===== config.mk =====
export PLATFORM = sky130hd
export DESIGN_NAME = crc5_frame_engine
export DESIGN_NICKNAME = d
export VERILOG_FILES = /design/src/rtl/crc5_pkg.sv /design/src/rtl/crc5_div_step.sv /design/src/rtl/crc5_serial_core.sv /design/src/rtl/crc5_parallel_core.sv /design/src/rtl/crc5_frame_engine.sv
export SDC_FILE = /design/constraint.sdc
export NUM_CORES = 1
export LEC_CHECK = 0
export BUFFER_PORTS_ARGS = -buffer_cell sky130_fd_sc_hd__buf_2
export CAP_MARGIN = 40
export CORE_MARGIN = 2
export CORE_UTILIZATION = 60
export CTS_BUF_LIST = sky130_fd_sc_hd__clkbuf_4
export DETAILED_ROUTE_END_ITERATION = 8
export PLACE_DENSITY_LB_ADDON = 0.2
export SKIP_LAST_GASP = 1
export SYNTH_ARGS = -nofsm -noshare
export SYNTH_HDL_FRONTEND = slang
export SYNTH_SLANG_ARGS = --single-unit

===== constraint.sdc =====
create_clock -name clk -period 3.8 [get_ports clk]
set_clock_uncertainty 0.05 [all_clocks]
set_input_delay 0.57 -clock clk [delete_from_list [all_inputs] [get_ports clk]]
set_output_delay 0.57 -clock clk [all_outputs]
set_load 0.1 [all_outputs]

===== src/rtl/crc5_pkg.sv =====
package crc5_pkg;
    localparam int unsigned DEF_FRAME_W = 24;
    localparam int unsigned DEF_CRC_W   = 5;
    localparam int unsigned DEF_BYTE_W  = 8;
    localparam logic [5:0]  DEF_POLY    = 6'h35;
    localparam logic [4:0]  DEF_SEED    = 5'h07;
endpackage


===== src/rtl/crc5_div_step.sv =====
module crc5_div_step #(
    parameter int unsigned CRC_W = crc5_pkg::DEF_CRC_W,
    parameter logic [CRC_W:0] POLY = crc5_pkg::DEF_POLY
) (
    input  logic [CRC_W-1:0] rem_i,
    input  logic             bit_i,
    output logic [CRC_W-1:0] rem_o
);
    logic [CRC_W:0] widened;

    always_comb begin
        widened = {rem_i, bit_i};
        if (widened[CRC_W]) begin
            rem_o = widened[CRC_W-1:0] ^ POLY[CRC_W-1:0];
        end else begin
            rem_o = widened[CRC_W-1:0];
        end
    end
endmodule


===== src/rtl/crc5_serial_core.sv =====
module crc5_serial_core #(
    parameter int unsigned FRAME_W = crc5_pkg::DEF_FRAME_W,
    parameter int unsigned CRC_W   = crc5_pkg::DEF_CRC_W,
    parameter logic [CRC_W:0]   POLY = crc5_pkg::DEF_POLY,
    parameter logic [CRC_W-1:0] SEED = crc5_pkg::DEF_SEED
) (
    input  logic               clk,
    input  logic               rst_n,
    input  logic               start_i,
    input  logic [FRAME_W-1:0] frame_i,
    output logic               res_valid_o,
    output logic [CRC_W-1:0]   res_o,
    output logic [FRAME_W-1:0] res_frame_o
);
    localparam int unsigned NSTEP = FRAME_W - CRC_W;
    localparam int unsigned SH_W  = NSTEP - 1;
    localparam int unsigned CNT_W = $clog2(NSTEP + 1);
    localparam logic [CNT_W-1:0] LAST_CNT = CNT_W'(NSTEP - 1);

    typedef struct packed {
        logic               busy;
        logic [CNT_W-1:0]   cnt;
        logic [CRC_W-1:0]   rem;
        logic [SH_W-1:0]    sh;
        logic [FRAME_W-1:0] frame;
    } ser_state_t;

    ser_state_t st_d, st_q;
    logic [CRC_W-1:0] step_rem_in;
    logic             step_bit_in;
    logic [CRC_W-1:0] step_rem_out;

    always_comb begin
        if (st_q.busy) begin
            step_rem_in = st_q.rem;
            step_bit_in = st_q.sh[SH_W-1];
        end else begin
            step_rem_in = frame_i[FRAME_W-1 -: CRC_W];
            step_bit_in = frame_i[FRAME_W-CRC_W-1];
        end
    end

    crc5_div_step #(.CRC_W(CRC_W), .POLY(POLY)) step_i (
        .rem_i (step_rem_in),
        .bit_i (step_bit_in),
        .rem_o (step_rem_out)
    );

    always_comb begin
        st_d = st_q;
        if (!st_q.busy) begin
            if (start_i) begin
                st_d.busy  = 1'b1;
                st_d.cnt   = CNT_W'(1);
                st_d.rem   = step_rem_out;
                st_d.sh    = {frame_i[FRAME_W-CRC_W-2:CRC_W], SEED};
                st_d.frame = frame_i;
            end
        end else begin
            st_d.rem = step_rem_out;
            st_d.sh  = {st_q.sh[SH_W-2:0], 1'b0};
            st_d.cnt = st_q.cnt + CNT_W'(1);
            if (st_q.cnt == LAST_CNT) begin
                st_d.busy = 1'b0;
            end
        end
    end

    always_ff @(posedge clk) begin
        if (!rst_n) begin
            st_q <= '0;
        end else begin
            st_q <= st_d;
        end
    end

    assign res_valid_o = st_q.busy && (st_q.cnt == LAST_CNT);
    assign res_o       = step_rem_out;
    assign res_frame_o = st_q.frame;
endmodule


===== src/rtl/crc5_parallel_core.sv =====
module crc5_parallel_core #(
    parameter int unsigned FRAME_W = crc5_pkg::DEF_FRAME_W,
    parameter int unsigned CRC_W   = crc5_pkg::DEF_CRC_W,
    parameter logic [CRC_W:0]   POLY = crc5_pkg::DEF_POLY,
    parameter logic [CRC_W-1:0] SEED = crc5_pkg::DEF_SEED
) (
    input  logic [FRAME_W-1:0] frame_i,
    output logic [CRC_W-1:0]   res_o
);
    localparam int unsigned NSTEP = FRAME_W - CRC_W;

    logic [FRAME_W-1:0] word;
    logic [CRC_W-1:0]   chain [0:NSTEP];

    assign word     = {frame_i[FRAME_W-1:CRC_W], SEED};
    assign chain[0] = word[FRAME_W-1 -: CRC_W];

    for (genvar k = 0; k < NSTEP; k++) begin : g_stage
        crc5_div_step #(.CRC_W(CRC_W), .POLY(POLY)) step_i (
            .rem_i (chain[k]),
            .bit_i (word[FRAME_W-CRC_W-1-k]),
            .rem_o (chain[k+1])
        );
    end

    assign res_o = chain[NSTEP];
endmodule


===== src/rtl/crc5_frame_engine.sv =====
module crc5_frame_engine #(
    parameter int unsigned FRAME_W = crc5_pkg::DEF_FRAME_W,
    parameter int unsigned CRC_W   = crc5_pkg::DEF_CRC_W,
    parameter int unsigned BYTE_W  = crc5_pkg::DEF_BYTE_W,
    parameter logic [CRC_W:0]   POLY = crc5_pkg::DEF_POLY,
    parameter logic [CRC_W-1:0] SEED = crc5_pkg::DEF_SEED,
    parameter bit SERIAL = 1'b1
) (
    input  logic               clk,
    input  logic               rst_n,
    input  logic               start_i,
    input  logic [FRAME_W-1:0] frame_i,
    output logic [CRC_W-1:0]   crc_o,
    output logic               done_o,
    output logic               match_o,
    output logic [FRAME_W-1:0] tx_frame_o
);
    localparam int unsigned LATENCY = SERIAL ? (FRAME_W - CRC_W) : 1;
    localparam logic [FRAME_W-1:0] HI_MASK =
        {{(FRAME_W-BYTE_W){1'b1}}, {BYTE_W{1'b0}}};

    typedef struct packed {
        logic [CRC_W-1:0]   crc;
        logic               done;
        logic               match;
        logic [FRAME_W-1:0] tx;
    } out_state_t;

    out_state_t out_d, out_q;
    logic               res_valid;
    logic [CRC_W-1:0]   res;
    logic [FRAME_W-1:0] res_frame;

    if (SERIAL) begin : g_serial
        crc5_serial_core #(
            .FRAME_W(FRAME_W), .CRC_W(CRC_W), .POLY(POLY), .SEED(SEED)
        ) core_i (
            .clk         (clk),
            .rst_n       (rst_n),
            .start_i     (start_i),
            .frame_i     (frame_i),
            .res_valid_o (res_valid),
            .res_o       (res),
            .res_frame_o (res_frame)
        );
    end else begin : g_parallel
        crc5_parallel_core #(
            .FRAME_W(FRAME_W), .CRC_W(CRC_W), .POLY(POLY), .SEED(SEED)
        ) core_i (
            .frame_i (frame_i),
            .res_o   (res)
        );
        assign res_valid = start_i;
        assign res_frame = frame_i;
    end

    always_comb begin
        out_d      = out_q;
        out_d.done = 1'b0;
        if (res_valid) begin
            out_d.done  = 1'b1;
            out_d.crc   = res;
            out_d.match = (res == res_frame[CRC_W-1:0]);
            out_d.tx    = (res_frame & HI_MASK) | {{(FRAME_W-CRC_W){1'b0}}, res};
        end
    end

    always_ff @(posedge clk) begin
        if (!rst_n) begin
            out_q <= '0;
        end else begin
            out_q <= out_d;
        end
    end

    assign crc_o      = out_q.crc;
    assign done_o     = out_q.done;
    assign match_o    = out_q.match;
    assign tx_frame_o = out_q.tx;
endmodule


## Yosys cells after proc, flatten, opt, wreduce, memory -nomap -nowiden

Cells that the tools add are included.

- Equality and inequality tests: 2
- Add/subtract/negate cells: 1
- Bitwise logic cells: 4
- Reduce and logical (&&, ||, !) cells: 4
- Mux-type cells: 7

Operators with widths:

| kind | number |
|---|---|
| 53-bit two-way mux | 1 |
| 29-bit two-way mux | 1 |
| 26-bit two-way mux | 1 |
| 24-bit by 5-bit bitwise OR with 24-bit output | 1 |
| 5-bit two-way mux | 2 |
| 5-bit by 1-bit adder with 5-bit output, second input constant | 1 |
| 5-bit equality test | 1 |
| 5-bit equality test, second input constant | 1 |
| 3-bit inverter | 1 |
| 1-bit two-way mux | 2 |
| 1-bit inverter | 2 |
| 2-bit AND reduction | 1 |
| 2-bit nonzero test | 1 |
| 2-bit OR reduction | 1 |
| 1-bit logical AND | 1 |

- Register bits: 84
- Output and inout bits: 31
- Logic and storage cells: 28

## Logic depth before layout (Yosys ltp)

- Word-level depth: 5
- Mapped depth: 8
- Depth with buffers taken out: 8

## By module

Synthesis repeated with hierarchy kept, for this count alone.

- Cells, all modules: 363
- Area, all modules: 3449.6 um^2

By module, submodules not included:

| module | area an instance (um^2) | sequential area each (um^2) | times used | cells each |
|---|---|---|---|---|
| crc5_serial_core | 2409.8 | 1061.0 | 1 | 269 |
| crc5_frame_engine | 998.5 | 460.4 | 1 | 89 |
| crc5_div_step | 41.3 | 0.0 | 1 | 5 |

## Worst setup path after synthesis

Ideal clock, no wire load.

- Path type: reg2out
- Start point: register crc_o[0] (netlist name)
- End point: output port tx_frame_o[0]
- Path buffers: 1
- Arrival time: 1.374 ns
- Setup slack: 1.806 ns
- Stages on the path, launching flop included: 2
- Path through: dfxtp_1 > buf_4

RTL lines:

| what | RTL line | RTL |
|---|---|---|
| to (decl) | crc5_frame_engine.sv:16 | `output logic [FRAME_W-1:0] tx_frame_o` |

## Final worst setup path

- Start point: register out_q, in the netlist tx_frame_o[15]
- End point: output port tx_frame_o[15]

RTL lines:

| what | RTL line | RTL |
|---|---|---|
| from (decl) | crc5_frame_engine.sv:29 | `out_state_t out_d, out_q;` |
| from (signal assigned) | crc5_frame_engine.sv:72 | `out_q <= out_d;` |

No word-level cell between the ends.

==> results.md <==
- FF+latch area: 1463 µm²
- Fmax: 0.5464 GHz
- Die Y: roughly 74 µm
- Worst setup path startpoint: tx_frame_o[15]
- Number of global-route vias before repair: slightly below 2000
- Drt first pass iters: 5
- Die area: 5466 µm²
- N_diodes: 0
- Worst Path Buf+Inv: 1
- Deepest clock path buffer count: 2
- Slew @ Worst Pin: 794.1 ps
- Core area: 4723 µm²
- Drt drc: 0
- Peak VDD IR: 0.0002456 V
- Post-Synthesis Cells: 330
- TritonCTS sink count: between 70 and 80
- GRT Resource Usage Total: 0.2211
- First-pass GRT wire length: roughly 9100 µm
- Final GP Congestion: 0.8348
- Crit-path max cell delay: 430 ps
- Worst path cell trace: buf_2
- Worst Path Required: 3180 ps
- Maximum fanout along the worst path: 2
- Tcrit/Tclk final: 0.4816
- Multi-input logic area: 1286 µm²
- Slew headroom: 0.4706
- Largest net degree at the start of global routing: 51
- Max-slew violations: 0
- Post-synth EDFFs: 0
- Cell Count, Final, Fillers Out: ~440
- Starting DRT DRC Count: 70
- Main synth FF type: dfxtp_1
- P_sw: between 400 and 500 µW
- Int Power: 1.052 mW
- Synth unique cells: 34
- Final hold vios: 0
- Critical path endpoint category: primary output
- Unrepaired setup endpoints after global routing: no
- DP Worst Slack: 1632 ps
- Grt ovf: 0
- Post-cts gate resize count: 0
- Starting Density: 0.6212
- Post-synthesis sequential area ratio: 0.4981
- Critical setup path kind: register to primary output
- Post-synth ARST share: 0
- Synthesized flop and latch total: 73
- TritonCTS Buffers: 9
- CTS tree: built
- Post-route cell area: 3298 µm²
- Cts hold-fix bufs: 0
- Layout area overhead: 12.41%
- Filler Cell Count: 384
- Hold_sp: frame_i[3]
- Setup TNS Final: 0 ps
- IO Pins: 58
- Leak pwr: ~1.5 nW
- Wirelength, routed: 5585 µm
- Status: completed
- Clock power frac: 0.330
- # Max-Cap Violations: 0
- Share of cells above drive strength 1: 0.2181
- Worst skew pair latency: approximately 420 ps
- Syn Area/Cell: 8.891 µm²
- Vias per cell: slightly above 5
- Htree depth: 3
- Nets: 400
- Crit path DAT: 1210 ps
- R2r startpoint: g_serial.core_i.st_q[52]
- Final-report setup violation count: 0
- Ys Warns: 0
- Crit path launch type: register
- Synth Cell Area: 2934 µm²
- Sequential cell fraction of total power: 0.563
- Setup ws final: slightly below 2000 ps
- Top cell family by delay on the critical path: buffers and inverters
- Placed cells: 427
- Die Wd: 73.93 µm
- Sw Share: 0.2777
- Via count: 2255
- Clk root buf: clkbuf_4
- Number of setup buffers added after CTS: 0
- Min-delay worst type: input pin to register
- Antenna viol nets, final: 0
- Tmin final: ~1800 ps
- Drt wl/cell: 12.61 µm
- Initial antenna violation count: 0
- Post-DP Area: 3161 µm²
- Port Buffers: 54
- Worst-path clk slew: 130 ps
- Gate power share: 0.107
- Slowest cell on crit path: buf_2
- Power Dens Cells: 441.8 nW/µm²
- Hpwl dp: 3758 µm
- Num rows: 25
## per-layer routing
metal	part of all wire	GRT usage	vias to the layer above	wire length, µm
li1	-	-	1188	-
met1	0.47	0.2907	1007	2614
met2	0.47	0.3433	53	2625
met3	0.052	0.06775	7	289
met4	0.0098	0.08485	0	55
met5	0	0	-	0
## Yosys cell counts (7+ instances only)
| cell type | n | area (µm²) |
|---|---|---|
| nor2_1 | 45 | 168.9 |
| o21ai_0 | 7 | 35.03 |
| a21oi_1 | 45 | 225.2 |
| nand2_1 | 53 | 198.9 |
| dfxtp_1 | 73 | 1461 |
| xor2_1 | 8 | 70.07 |
| buf_4 | 9 | 67.56 |
| clkbuf_1 | 9 | 33.78 |
| mux2i_1 | 18 | 180.2 |
| buf_2 | 10 | 50.05 |
| a22o_1 | 17 | 148.9 |
## kinds of logic (layout without fill, tap and decap cells)
group / after synthesis / in the layout / synth area share
AND/OR/NAND/NOR: 116 / 116 / 0.1736
flip-flops: 73 / 73 / 0.4981
other: 1 / 3 / 0.001278
buffers and inverters: 34 / 78 / 0.06610
adder cells (fa/ha/maj): 2 / 2 / 0.008527
AO/OA/AOI/OAI: 75 / 75 / 0.1582
multiplexers: 18 / 18 / 0.06141
XOR/XNOR: 11 / 11 / 0.03284
## layout by cell type, fill, tap and decap left out, types with 2 or more instances in the layout
master,instances
a21oi_1,45
a22o_1,17
a311oi_1,2
a41oi_1,2
buf_2,54
buf_4,3
clkbuf_4,9
clkinvlp_4,3
conb_1,3
dfxtp_1,72
ha_1,2
inv_1,3
mux2i_1,18
nand2_1,53
nand3_1,2
nor2_1,45
nor2b_1,2
nor3_1,2
nor3b_1,3
o21ai_0,7
xnor2_1,3
xor2_1,8
## power groups by stage
stage          sequential (mW)  clock, mW  combinational [mW]
5_1_grt                  0.825      0.523               0.177
3_3_place_gp             0.836          0               0.150
4_1_cts                  0.820      0.492               0.156
3_5_place_dp             0.838          0               0.155
2_1_floorplan            0.827          0               0.128
6_report                 0.820      0.481               0.155
## per-stage QoR
step / util / total power, mW / hold WS, ps
2_1_floorplan: - / 0.9554 / 386.0
3_3_place_gp: 0.6660 / 0.9866 / 391.8
3_5_place_dp: 0.6691 / 0.9927 / 396.6
4_1_cts: 0.6983 / 1.469 / 305.5
5_1_grt: 0.6983 / 1.526 / 325.8
6_report: 0.6983 / 1.457 / 326.0
## worst paths after layout
path,endpoint,slack [ps],cells after the start
max,tx_frame_o[15],1970,1
max reg2reg,tx_frame_o[21],2000,5
min reg2reg,g_serial.core_i.res_frame_o[20],410,2
min,g_serial.core_i.res_frame_o[3],330,3
## registers in the layout, indices dropped and copies added (netlist names)
register and cells:
g_serial.core_i.res_frame_o 21, crc_o 4, g_serial.core_i.st_q 29, match_o 1, tx_frame_o 17, done_o 1
## cell type report
type | count | area share
flip-flops and latches | 73 | 0.4435
multi-input cells | 225 | 0.3900
repair buffers | 58 | 0.09332
well taps | 67 | 0.02542
clock inverters | 7 | 0.02124
clock buffers | 9 | 0.02049
inverters | 4 | 0.006070
Power figures use the tool's default switching activity.
